$ cat src/rtl/beacon_pkg.sv
`timescale 1ns/1ps
package beacon_pkg;
  typedef logic [7:0] char_t;

  localparam char_t ASCII_CR = 8'h0D;
  localparam char_t ASCII_LF = 8'h0A;

  // Clocks per serial bit, rounded to nearest.
  function automatic int clocks_per_bit(input longint clk_hz, input longint baud);
    return int'((clk_hz + baud / 2) / baud);
  endfunction
endpackage

$ cat src/rtl/baud_tick_gen.sv
`timescale 1ns/1ps
module baud_tick_gen #(
  parameter int DIV = 434
) (
  input  logic clk,
  input  logic rst,
  output logic tick_o
);
  localparam int CW = (DIV > 2) ? $clog2(DIV) : 1;
  localparam logic [CW-1:0] CNT_LAST = CW'(DIV - 1);

  logic [CW-1:0] cnt;

  always_ff @(posedge clk) begin
    if (rst) begin
      cnt    <= '0;
      tick_o <= 1'b0;
    end else if (cnt == CNT_LAST) begin
      cnt    <= '0;
      tick_o <= 1'b1;
    end else begin
      cnt    <= cnt + 1'b1;
      tick_o <= 1'b0;
    end
  end

  AST_TICK_SINGLE: assert property (@(posedge clk) disable iff (rst)
    tick_o |=> !tick_o);
  AST_CNT_BOUND: assert property (@(posedge clk) disable iff (rst)
    cnt <= CNT_LAST);
  AST_TICK_AFTER_WRAP: assert property (@(posedge clk) disable iff (rst)
    tick_o |-> cnt == '0);
endmodule

$ cat src/rtl/name_sequencer.sv
`timescale 1ns/1ps
module name_sequencer
  import beacon_pkg::*;
#(
  parameter int MAX_LEN = 4,
  parameter logic [MAX_LEN*8-1:0] NAME = '0
) (
  input  logic  clk,
  input  logic  rst,
  input  logic  adv_i,
  output char_t char_o
);
  function automatic int count_chars();
    int  n    = 0;
    bit  done = 1'b0;
    for (int k = 0; k < MAX_LEN; k++) begin
      if (!done && NAME[k*8 +: 8] != 8'h00) n++;
      else done = 1'b1;
    end
    return n;
  endfunction

  localparam int LEN   = count_chars();
  localparam int SLOTS = LEN + 2;
  localparam int IW    = $clog2(SLOTS);
  localparam logic [IW-1:0] IDX_LAST = IW'(SLOTS - 1);

  char_t         msg [SLOTS];
  logic [IW-1:0] idx;

  for (genvar k = 0; k < LEN; k++) begin : g_chr
    assign msg[k] = NAME[k*8 +: 8];
  end
  assign msg[LEN]     = ASCII_CR;
  assign msg[LEN + 1] = ASCII_LF;

  always_ff @(posedge clk) begin
    if (rst)        idx <= '0;
    else if (adv_i) idx <= (idx == IDX_LAST) ? '0 : idx + 1'b1;
  end

  assign char_o = msg[idx];

  AST_IDX_BOUND: assert property (@(posedge clk) disable iff (rst)
    idx <= IDX_LAST);
  AST_RESTART_FIRST: assert property (@(posedge clk) disable iff (rst)
    (adv_i && char_o == ASCII_LF && idx == IDX_LAST) |=> char_o == msg[0]);
  AST_RESET_FIRST: assert property (@(posedge clk)
    rst |=> idx == '0);
endmodule

$ cat src/rtl/uart_frame_tx.sv
`timescale 1ns/1ps
module uart_frame_tx
  import beacon_pkg::*;
(
  input  logic  clk,
  input  logic  rst,
  input  logic  tick_i,
  input  char_t char_i,
  output logic  take_o,
  output logic  tx_o
);
  localparam logic [3:0] STOP_POS = 4'd9;

  logic [3:0] bit_cnt;
  logic [8:0] shreg;

  assign take_o = tick_i && (bit_cnt == STOP_POS);

  always_ff @(posedge clk) begin
    if (rst) begin
      bit_cnt <= STOP_POS;
      shreg   <= '1;
      tx_o    <= 1'b1;
    end else if (take_o) begin
      bit_cnt <= '0;
      shreg   <= {1'b1, char_i};
      tx_o    <= 1'b0;
    end else if (tick_i) begin
      bit_cnt <= bit_cnt + 1'b1;
      shreg   <= {1'b1, shreg[8:1]};
      tx_o    <= shreg[0];
    end
  end

  AST_IDLE_IN_RESET: assert property (@(posedge clk)
    rst |=> tx_o);
  AST_CHANGE_ON_TICK: assert property (@(posedge clk) disable iff (rst)
    !$past(tick_i) |-> $stable(tx_o));
  AST_START_LOW: assert property (@(posedge clk) disable iff (rst)
    take_o |=> !tx_o);
  AST_STOP_HIGH: assert property (@(posedge clk) disable iff (rst)
    bit_cnt == STOP_POS |-> tx_o);
  AST_BITCNT_BOUND: assert property (@(posedge clk) disable iff (rst)
    bit_cnt <= STOP_POS);
endmodule

$ cat src/rtl/pin_beacon_array.sv
`timescale 1ns/1ps
module pin_beacon_array
  import beacon_pkg::*;
#(
  parameter longint CLK_HZ   = 125_000_000,
  parameter longint BAUD     = 115_200,
  parameter int     NUM_PINS = 4,
  parameter int     MAX_LEN  = 4,
  parameter logic [NUM_PINS*MAX_LEN*8-1:0] NAME_TABLE =
    {32'h3632_5641, 32'h3632_5741, 32'h0030_3142, 32'h0030_3141}
) (
  input  logic                clk,
  input  logic                rst,
  output logic [NUM_PINS-1:0] tx_o
);
  localparam int DIV   = clocks_per_bit(CLK_HZ, BAUD);
  localparam int SLICE = MAX_LEN * 8;

  logic bit_tick;

  baud_tick_gen #(.DIV(DIV)) u_tick (
    .clk    (clk),
    .rst    (rst),
    .tick_o (bit_tick)
  );

  for (genvar p = 0; p < NUM_PINS; p++) begin : g_pin
    char_t cur_char;
    logic  take;

    name_sequencer #(
      .MAX_LEN (MAX_LEN),
      .NAME    (NAME_TABLE[p*SLICE +: SLICE])
    ) u_seq (
      .clk    (clk),
      .rst    (rst),
      .adv_i  (take),
      .char_o (cur_char)
    );

    uart_frame_tx u_tx (
      .clk    (clk),
      .rst    (rst),
      .tick_i (bit_tick),
      .char_i (cur_char),
      .take_o (take),
      .tx_o   (tx_o[p])
    );
  end
endmodule

$ cat config.mk
export PLATFORM = sky130hd
export DESIGN_NAME = pin_beacon_array
export DESIGN_NICKNAME = d
export VERILOG_FILES = /design/src/rtl/beacon_pkg.sv /design/src/rtl/baud_tick_gen.sv /design/src/rtl/name_sequencer.sv /design/src/rtl/uart_frame_tx.sv /design/src/rtl/pin_beacon_array.sv
export SDC_FILE = /design/constraint.sdc
export NUM_CORES = 1
export LEC_CHECK = 0
export CAP_MARGIN = 20
export CORE_ASPECT_RATIO = 1.75
export CORE_MARGIN = 2
export CORE_UTILIZATION = 58
export CTS_CLUSTER_DIAMETER = 100
export DETAILED_ROUTE_END_ITERATION = 10
export DONT_BUFFER_PORTS = 1
export PLACE_DENSITY = 0.83
export SYNTH_ARGS = -nofsm -noshare
export SYNTH_HDL_FRONTEND = slang
export SYNTH_HIERARCHICAL = 1
export SYNTH_SLANG_ARGS = --single-unit
$ cat constraint.sdc
create_clock -name clk -period 1.7 [get_ports clk]
set_clock_uncertainty 0.2 [all_clocks]
set_input_delay 0.255 -clock clk [delete_from_list [all_inputs] [get_ports clk]]
set_output_delay 0.255 -clock clk [all_outputs]
set_load 0.1 [all_outputs]
==> results of run 1 <==
cell usage after synthesis, drive strengths merged, types with 4 or more instances:
| cell type | n |
|---|---|
| mux2i | 6 |
| a21bo | 4 |
| and2b | 4 |
| nand2 | 14 |
| o21bai | 4 |
| o22ai | 4 |
| inv | 27 |
| nand3 | 8 |
| or3 | 7 |
| nor2 | 23 |
| ha | 19 |
| buf | 35 |
| dfxtp | 76 |
| a21oi | 21 |
| clkbuf | 4 |
| nand2b | 9 |
| a21boi | 4 |
| nor3 | 62 |
| a21o | 4 |
| and4b | 4 |
| nand4b | 6 |
| conb | 4 |
| xor2 | 11 |
| o32ai | 4 |
| a2111oi | 4 |
| nor4b | 57 |
| o21ai | 10 |
path summary, 6_finish.rpt:
path / end / start / depth (start not counted) / slack, ps
max: g_pin[0].u_tx/shreg[4]$_SDFFE_PP1P_ / g_pin[0].u_seq/idx[1]$_SDFFE_PP0P_ / 5 / 7
min: u_tick/cnt[4]$_SDFF_PP0_ / rst / 1 / -210
max reg2reg: g_pin[0].u_tx/shreg[4]$_SDFFE_PP1P_ / g_pin[0].u_seq/idx[1]$_SDFFE_PP0P_ / 5 / 7
min reg2reg: u_tick/cnt[0]$_SDFF_PP0_ / u_tick/cnt[0]$_SDFF_PP0_ / 1 / 250
final cells by class:
type,count,area [um2]
clock inverters,5,75.07
clock buffers,11,242.7
well taps,88,110.1
inverters,27,101.3
multi-input cells,309,2789
repair buffers,40,347.8
fillers,544,2313
flip-flops and latches,76,1535
worst max-delay path, cell delays in order (launching register included):
cell and delay (ps):
dfxtp_1 380, inv_1 60, ha_1 280, and2b_2 210, nor4b_1 360, nor3_2 80
cell families (layout without fill, tap and decap cells):
family / Yosys count / count (layout)
flip-flops: 76 / 76
AND/OR/NAND/NOR: 203 / 204
XOR/XNOR: 14 / 14
adder cells (fa/ha/maj): 19 / 19
multiplexers: 6 / 6
AO/OA/AOI/OAI: 62 / 62
other: 4 / 4
buffers and inverters: 67 / 83
power by group through the flow:
| stage | combinational (mW) | clock (mW) | sequential [mW] |
|---|---|---|---|
| final | 0.0513 | 2.04 | 1.79 |
| after global routing | 0.0594 | 2.15 | 1.79 |
| after CTS | 0.0389 | 2.07 | 1.79 |
| after detailed placement | 0.0366 | 0 | 1.83 |
| after global placement | 0.0366 | 0 | 1.83 |
| after floorplan | 0.0824 | 0 | 1.83 |
state kept, by name (all words and copies together) (netlist names):
signal / cells
g_pin.u_tx/shreg: 32
g_pin.u_seq/idx: 12
g_pin.u_tx/bit_cnt: 16
u_tick/cnt: 11
g_pin.u_tx/tx_o: 4
u_tick/tick_o: 1
metal layers:
metal | share of wire, % | track usage (%) | wire, um
met1 | 40 | 22.39 | 3529
met2 | 55 | 37.38 | 4842
met3 | 2.3 | 3.107 | 200
met4 | 2.4 | 10.22 | 213
met5 | 0 | 0 | 0
timing repair:
action	CTS	global route
setup endpoints to repair	9	37
endpoints found under the hold margin	76	72
pin swaps	0	2
gates cloned	0	1
resized for setup	6	33
setup buffers	0	4
stage by stage:
stage	cell area [um2]	hold WS [ps]	utilization, %
4_1_cts	4981	-209.8	66.28
3_5_place_dp	4619	141.6	61.47
5_1_grt	5201	-207.9	69.21
2_1_floorplan	4466	117.4	-
6_report	5201	-211.3	69.21
3_3_place_gp	4619	132.8	61.47
==> impl_metrics.tcl, run 1 <==
set metrics [dict create \
    status "finished, violations left" \
    violations "negative hold slack" \
    netlist_instances 451 \
    fin_nets 484 \
    synth_top_family_by_area "simple AND/OR/NAND/NOR gates" \
    startpoint_type "flip-flop" \
    power_leakage_nw 1.644 \
    path_max_fanout 4 \
    syn-cell-area_um2 4451 \
    ys_warn_count 6 \
    synthAdderAreaFrac_pct 5.342 \
    ant_nets 0 \
    grtUsageTotal_pct 20.41 \
    final_common_cell "dfxtp_1" \
    cts_root_buf "clkbuf_16" \
    layout_common_cells "dfxtp_1, nor3_1, buf_4" \
    pre_cts_ws_ps -30.20 \
    critPathCaptureType "flip-flop" \
    synth_seq_area_share_pct 34.19 \
    cts_tree "yes" \
    cts_sinks 76 \
    period_share_pct 99.58 \
    synth_area_per_cell_um2 9.868 \
    netlist_top_cells_area "dfxtp_1, nor4b_2, nor4b_1" \
    via_count 3306 \
    layout_setup_ws_ps 7.186 \
    cap_violations 0 \
    initial_utilization_pct 59.22 \
    required_ps 1710 \
    p_comb_share_pct 1.3 \
    synthMuxAreaShare_pct 1.349 \
    power.share.switching_pct 19.34 \
    clock.fmax_mhz 590.7 \
    clk_pin_slew_ps 60 \
    postCtsHoldBufs 1 \
    firstDrtPassIters 4 \
    die_x_um 70.22 \
    grt_pass1_vias 3219 \
    cts_buffers 9 \
    synth_xor_area_share_pct 2.755 \
    die_area_um2 8417 \
    final-setup-viol-count 0 \
    slew_violations 0 \
    power_mw 3.882 \
    port_buffers 0 \
    routed_wl_um 8786 \
    synth_compound_area_share_pct 11.16 \
    crit_type "reg2reg" \
    die_y_um 119.9 \
    synth_top_cell_by_area "dfxtp_1" \
    hold_slack_ps -211.3 \
    power_frac_seq_pct 46.2 \
    syn_nets 472 \
    via_per_inst 5.946 \
    async_reset_ff_share_pct 0 \
    min_path_type "in2reg" \
    tns_ps 0 \
    ys_ff_latch 76 \
    hold_viol 71 \
    synth_top_area_share_pct 34.19 \
    cellPowerDensity_nw_per_um2 746.3 \
    grt_max_degree 134 \
    num_rows 42 \
    synth_edf_count 0 \
    layout-drive-gt1-share_pct 33.55 \
    instances_no_fill 556 \
    drt_iter0_drc 177 \
    pwr-share-clk_pct 52.5 \
    arrival_ps 1710 \
    layout_min_cycle_time_ps 1693 \
    clock_latency_ps 340 \
    power.internal_mw 3.131 \
    ios 6 \
    h-tree-depth 3 \
    grt_antenna_before_repair 0 \
    power_switching_mw 0.7505 \
    placed_cells 534 \
    drc_errors 0 \
    overflow 0 \
    core_um2 7515 \
    area_delta_synth_final_pct 16.87 \
    dp_hpwl_um 5174 \
    worst_ir_drop_vdd_uv 666.2 \
    grt_setup_unrepaired "true" \
    synth_cell_types 50 \
    wire_per_inst_um 15.80 \
    grt_pass1_wl_um 14050 \
    cts_buffer_depth 2 \
    insertedDiodeCount 0 \
    place.gp.congestion 0.8388 \
    synth_flop_cell "dfxtp_1" \
    yosys.area_share.simple_pct 36.74 \
]
(Power assumes the default switching activity.)
==> inputs of run 2 (changes only) <==
--- a/config.mk
+++ b/config.mk
@@ -13,6 +13,7 @@
 export DETAILED_ROUTE_END_ITERATION = 10
 export DONT_BUFFER_PORTS = 1
 export PLACE_DENSITY = 0.83
+export RECOVER_POWER = 25
 export SYNTH_ARGS = -nofsm -noshare
 export SYNTH_HDL_FRONTEND = slang
 export SYNTH_HIERARCHICAL = 1
==> run 2 against run 1 <==
The flow still finishes with violations (negative hold slack); total power about the same; non-clock buffer count unchanged; sequential power is essentially flat.
==> impl_metrics.tcl, run 2 (synthesized netlist as in run 1, its figures left out) <==
set metrics [dict create \
    die_area_um2 8417 \
    grt_pass1_wl_um 14050 \
    power_leakage_nw 1.643 \
    required_ps 1720 \
    overflow 0 \
    area_delta_synth_final_pct 16.59 \
    cts_sinks 76 \
    layout_min_cycle_time_ps 1695 \
    reg2reg_slack_ps 5 \
    startpoint_type "flip-flop" \
    pwr-share-clk_pct 52.5 \
    num_rows 42 \
    relSlewSlack_pct 64.25 \
    top_layer_used "met4" \
    layout_common_cells "dfxtp_1, nor3_1, buf_4" \
    crit_buf_inv 1 \
    critical-path-max-stage-delay_ps 380 \
    clk_pin_slew_ps 60 \
    p_comb_share_pct 1.3 \
    min_path_type "in2reg" \
    dp_hpwl_um 5174 \
    core_um2 7515 \
    fin_nets 484 \
    postCtsHoldBufs 1 \
    grt_pass1_vias 3219 \
    clock.fmax_mhz 590.1 \
    ant_nets 0 \
    drc_errors 0 \
    place_area_um2 4619 \
    place.gp.congestion 0.8388 \
    fin_area_um2 5189 \
    period_share_pct 99.68 \
    via_per_inst 5.937 \
    grt_antenna_before_repair 0 \
    reg2reg_depth 5 \
    crit_type "reg2reg" \
    power.internal_mw 3.131 \
    worstMarginPinSlew_ps 538.5 \
    wl_met3_um 183 \
    critPathCaptureType "flip-flop" \
    violations "negative hold slack" \
    drt_iter0_drc 179 \
    holdCritStartpoint "rst" \
    wire_per_inst_um 15.78 \
    final_common_cell "dfxtp_1" \
    hold_path_depth 1 \
    h-tree-depth 3 \
    cpLargestDelayFamily "simple AND/OR/NAND/NOR gates" \
    die_x_um 70.22 \
    arrival_ps 1710 \
    grt_max_degree 134 \
    insertedDiodeCount 0 \
    path_max_fanout 4 \
    cpMaxStageDelayCell "dfxtp_1" \
    cap_violations 0 \
    largest_register "g_pin.u_tx/shreg" \
    largest_register_ffs 32 \
    via_count 3301 \
    min_to "u_tick/cnt[4]$_SDFF_PP0_" \
    cts_buffer_depth 2 \
    cts_buffers 9 \
    reg2reg_from "g_pin[0].u_seq/idx[1]$_SDFFE_PP0P_" \
    cts_root_buf "clkbuf_16" \
    status "finished, violations left" \
    layout-drive-gt1-share_pct 33.33 \
    die_y_um 119.9 \
    cellPowerDensity_nw_per_um2 748.6 \
    power.share.switching_pct 19.40 \
    slew_violations 0 \
    hold_viol 69 \
    grtUsageTotal_pct 20.41 \
    hold_slack_ps -214.0 \
    initial_utilization_pct 59.22 \
    worst_ir_drop_vdd_uv 669.9 \
    port_buffers 0 \
    clock_latency_ps 340 \
    cts_tree "yes" \
    firstDrtPassIters 4 \
    routed_wl_um 8773 \
    cp_cell_sequence "inv_1 > ha_1 > and2b_2 > nor4b_1 > nor3_2" \
    power_switching_mw 0.7534 \
    r2r-end "g_pin[0].u_tx/shreg[4]$_SDFFE_PP1P_" \
    grt_setup_unrepaired "true" \
    power_frac_seq_pct 46.2 \
    met1_length_um 3432 \
    reg.largest.list "g_pin.u_tx/shreg x32, g_pin.u_tx/bit_cnt x16, g_pin.u_seq/idx x12" \
    ios 6 \
    final-setup-viol-count 0 \
    tns_ps 0 \
    wl_met2_um 4938 \
]
==> run 2: changes by cell type in the layout (fill, tap and decap cells not counted), sizes merged <==
| cell | change |
|---|---|
| buf | -5 |
| clkbuf | +5 |
==> run 2: worst max-delay path by stage <==
stage / start / to / slack, ps / cells past startpoint
2_1_floorplan: g_pin[0].u_seq/idx[0]$_SDFFE_PP0P_ / g_pin[0].u_tx/shreg[5]$_SDFFE_PP1P_ / 0.7 / 6
3_3_place_gp: u_tick/cnt[1]$_SDFF_PP0_ / u_tick/cnt[10]$_SDFF_PP0_ / 30 / 5
3_5_place_dp: u_tick/cnt[7]$_SDFF_PP0_ / u_tick/cnt[3]$_SDFF_PP0_ / -30 / 5
4_1_cts: u_tick/cnt[1]$_SDFF_PP0_ / u_tick/cnt[10]$_SDFF_PP0_ / -10 / 5
5_1_grt: g_pin[3].u_tx/bit_cnt[1]$_SDFFE_PP0P_ / g_pin[3].u_tx/shreg[2]$_SDFFE_PP1P_ / -90 / 5
6_report: g_pin[0].u_seq/idx[1]$_SDFFE_PP0P_ / g_pin[0].u_tx/shreg[4]$_SDFFE_PP1P_ / 5 / 5
==> run 2: cell type report <==
| type | instances | area (um2) |
|---|---|---|
| clock inverter | 5 | 75.07 |
| timing repair buffer | 40 | 337.8 |
| multi-input combinational | 309 | 2786 |
| sequential | 76 | 1535 |
| inverter | 27 | 101.3 |
| tap | 88 | 110.1 |
| clock buffer | 11 | 242.7 |
| fill | 547 | 2326 |
==> run 2: power groups by stage <==
stage / clock network [mW] / logic [mW] / registers [mW]
finish: 2.04 / 0.0513 / 1.79
floorplan: 0 / 0.0824 / 1.83
global placement: 0 / 0.0366 / 1.83
global route: 2.15 / 0.0594 / 1.79
detailed placement: 0 / 0.0366 / 1.83
CTS: 2.07 / 0.0389 / 1.79
==> run 2: timing repair <==
item	CTS	global route
gates resized for setup	6	33
gates cloned	0	1
endpoints found under the setup margin	9	37
hold endpoints to repair	76	72
buffers inserted	0	4
pin swaps	0	2
==> run 2: routing by layer <==
metal | GRT usage, % | vias up
met5 | 0 | -
met4 | 10.22 | 0
met3 | 3.107 | 20
met2 | 37.38 | 40
met1 | 22.39 | 1597
li1 | - | 1644
==> run 2: per-stage QoR <==
stage / setup WS, ps / instances / utilization [%] / hold slack, ps / power (mW)
finish: 5.389 / 556 / 69.05 / -214.0 / 3.884
global route: -93.47 / 556 / 69.05 / -207.9 / 3.997
CTS: -12.93 / 551 / 66.28 / -209.8 / 3.902
detailed placement: -30.20 / 534 / 61.47 / 141.6 / 1.869
global placement: 27.32 / 534 / 61.47 / 132.8 / 1.868
floorplan: 0.7292 / 451 / - / 117.4 / 1.915
==> run 2: worst register-to-register path, cell delays in order, from the launching register on <==
cell and delay (ps):
dfxtp_1 380, inv_1 60, ha_1 280, and2b_2 210
nor4b_1 360, nor3_2 80
==> inputs of run 3 (changes only) <==
--- a/config.mk
+++ b/config.mk
@@ -5,14 +5,15 @@
 export SDC_FILE = /design/constraint.sdc
 export NUM_CORES = 1
 export LEC_CHECK = 0
+export ABC_AREA = 1
 export CAP_MARGIN = 20
 export CORE_ASPECT_RATIO = 1.75
 export CORE_MARGIN = 2
-export CORE_UTILIZATION = 58
+export CORE_UTILIZATION = 57
 export CTS_CLUSTER_DIAMETER = 100
 export DETAILED_ROUTE_END_ITERATION = 10
 export DONT_BUFFER_PORTS = 1
-export PLACE_DENSITY = 0.83
+export PLACE_DENSITY = 0.82
 export RECOVER_POWER = 25
 export SYNTH_ARGS = -nofsm -noshare
 export SYNTH_HDL_FRONTEND = slang
==> constraint.sdc (replaced) <==
create_clock -name clk -period 1.7 [get_ports clk]
set_clock_uncertainty 0.2 [all_clocks]
set_input_delay 0.255 -clock clk [delete_from_list [all_inputs] [get_ports clk]]
set_output_delay 0.255 -clock clk [all_outputs]
set_load 0.01 [all_outputs]
==> run 3 against run 2 <==
The run now ends clean; synthesized cell count is 33% higher; utilization is 6.1 points lower; sequential power hardly changed; clock power is 19% lower; global-route usage is 1.3 points higher; count of clock-buffer cells in the layout is 1 higher; critical path type unchanged; highest routed layer unchanged; non-clock buffer count is 18 lower.
==> impl_metrics.tcl, run 3 <==
set metrics [dict create \
    ys_ff_latch 76 \
    routed_wl_um 7743 \
    r2r-end "g_pin[0].u_tx/shreg[0]$_SDFFE_PP1P_" \
    synth_top_area_share_pct 37.05 \
    num_rows 41 \
    ios 6 \
    layout-drive-gt1-share_pct 11.68 \
    synth_area_per_cell_um2 6.833 \
    cp_cell_sequence "buf_12 > inv_2 > nor2_4 > nand2_2 > buf_4 > nand2_1 > nand3_1 > nand2_1" \
    critPathCaptureType "flip-flop" \
    synth_compound_area_share_pct 7.404 \
    holdCritStartpoint "rst" \
    via_count 3462 \
    status "finished, final reports clean" \
    overflow 0 \
    synthMuxAreaShare_pct 0 \
    grt_setup_unrepaired "false" \
    fin_nets 628 \
    syn_nets 622 \
    power_mw 3.502 \
    drt_iter0_drc 187 \
    place.gp.congestion 0.8535 \
    clk_pin_slew_ps 60 \
    h-tree-depth 3 \
    power_leakage_nw 2.052 \
    synth_flop_cell "dfxtp_1" \
    wire_per_inst_um 11.16 \
    async_reset_ff_share_pct 0 \
    largest_register "g_pin.u_tx/shreg" \
    hold_path_depth 2 \
    grt_pass1_vias 3273 \
    reg.largest.list "g_pin.u_tx/shreg x32, g_pin.u_tx/bit_cnt x16, g_pin.u_seq/idx x12" \
    firstDrtPassIters 4 \
    netlist_instances 601 \
    cellPowerDensity_nw_per_um2 785.4 \
    place_area_um2 4168 \
    instances_no_fill 694 \
    final-setup-viol-count 0 \
    startpoint_type "flip-flop" \
    ys_warn_count 6 \
    clock.fmax_mhz 621.8 \
    placed_cells 676 \
    tns_ps 0 \
    via_per_inst 4.988 \
    insertedDiodeCount 0 \
    grtUsageTotal_pct 21.69 \
    worst_ir_drop_vdd_uv 776.4 \
    grt_max_degree 47 \
    grt_antenna_before_repair 0 \
    cts_buffers 9 \
    cp_common_cell "nand2_1" \
    reg2reg_depth 8 \
    hold_viol 0 \
    synth_top_family_by_area "simple AND/OR/NAND/NOR gates" \
    cts_sinks 76 \
    critical-path-max-stage-delay_ps 370 \
    nFillCells 630 \
    die_x_um 68.16 \
    dp_hpwl_um 5377 \
    slew_violations 0 \
    synth_xor_area_share_pct 2.133 \
    drc_errors 0 \
    synth_common_cells "nand2_1, inv_1, nand3_1, dfxtp_1, a21oi_1" \
    synth.most_common_cell "nand2_1" \
    port_buffers 0 \
    layout_common_cells "nand2_1, inv_1, nand3_1" \
    largest_register_ffs 32 \
    fin_area_um2 4459 \
    layout_setup_ws_ps 91.85 \
    core_um2 7079 \
    cp-startpoint "u_tick/tick_o$_SDFF_PP0_" \
    synth_seq_area_share_pct 37.05 \
    min_to "g_pin[1].u_seq/idx[0]$_SDFFE_PP0P_" \
    die_y_um 116.3 \
    cts_root_buf "clkbuf_16" \
    final_common_cell "nand2_1" \
    reg2reg_from "u_tick/tick_o$_SDFF_PP0_" \
    initial_utilization_pct 58.01 \
    cap_violations 0 \
    cts_tree "yes" \
    pre_cts_ws_ps 102.0 \
    ant_nets 0 \
    grt_pass1_wl_um 13120 \
    clock_latency_ps 340 \
    synth_cell_types 28 \
    min_path_type "in2reg" \
    cts_buffer_depth 2 \
    arrival_ps 1690 \
    crit_type "reg2reg" \
    synthAdderAreaFrac_pct 5.789 \
    reg2reg_slack_ps 90 \
    layout_min_cycle_time_ps 1608 \
    die_area_um2 7926 \
    synth_top_cell_by_area "dfxtp_1" \
    area_delta_synth_final_pct 8.592 \
    period_share_pct 94.60 \
    cpMaxStageDelayCell "dfxtp_1" \
    netlist_top_cells_area "dfxtp_1, nand2_1, nand3_1" \
    path_max_fanout 24 \
    syn-cell-area_um2 4106 \
    synth_edf_count 0 \
    yosys.area_share.simple_pct 32.30 \
    required_ps 1780 \
]
-- run 3: cell count changes after synthesis, moves of 7 or more --
cell and delta:
nor2_1 +13, nor3_2 -24, buf_2 -13, a21oi_1 +30, nand3_1 +73, nor3_1 -38, inv_1 +83, nor4b_2 -24
or2_2 +7, nand2_1 +133, nor4b_1 -33, nor2_4 +7, nand2b_1 -8
-- run 3: power breakdown --
group          internal, mW  switching [mW]  leakage, nW
Sequential             1.79         0.00636        0.614
Combinational        0.0170          0.0427         1.32
Clock                 0.994           0.653        0.120
Total                  2.80           0.702         2.05
-- run 3: cell families after synthesis --
family | count (synthesis)
fa+ha+maj | 19
xor+xnor | 10
buf+inv | 143
flops | 76
compound gates | 58
other cells | 4
simple gates | 291
-- run 3: how the worst max path moves through the flow --
stage / slack, ps / end
floorplan: 90 / g_pin[1].u_seq/idx[1]$_SDFFE_PP0P_
global placement: 170 / g_pin[0].u_seq/idx[1]$_SDFFE_PP0P_
detailed placement: 100 / g_pin[3].u_seq/idx[1]$_SDFFE_PP0P_
CTS: 90 / g_pin[3].u_seq/idx[2]$_SDFFE_PP0P_
global route: 1 / g_pin[3].u_seq/idx[2]$_SDFFE_PP0P_
finish: 90 / g_pin[0].u_tx/shreg[0]$_SDFFE_PP1P_
-- run 3: critical path: cells and delay by family, from the launching register on --
family | cells | cell delay (ps)
and+or+nand+nor | 5 | 540
DFF | 1 | 370
buffers and inverters | 3 | 430
-- run 3: routing by layer --
layer	routed length, um	track usage, %	up-vias	share of wire [%]
met3	153	4.143	14	2.0
met4	212	12.00	0	2.7
met2	4320	40.91	32	56
met5	0	0	-	0
li1	-	-	1842	-
met1	3055	21.01	1574	39
-- run 3: final cells by class --
cell class                 instances  area [um2]  area share (%)
multi-input combinational        382        1961           43.97
timing repair buffer              22       187.7           4.209
tap                               86       107.6           2.413
clock buffer                      12       246.5           5.527
inverter                         116       435.4           9.764
sequential                        76        1521           34.12
-- run 3: per-stage QoR --
stage,util (%),hold slack (ps)
after floorplan,-,124.1
after global routing,62.99,49.88
after detailed placement,58.87,137.4
after CTS,62.64,35.35
final,62.99,36.92
after global placement,58.87,135.4
-- run 3: timing repair --
action	CTS	global route
hold buffers	1	0
resized for setup	0	4
hold endpoints to repair	67	0
endpoints found under the setup margin	0	7
setup buffers	0	5
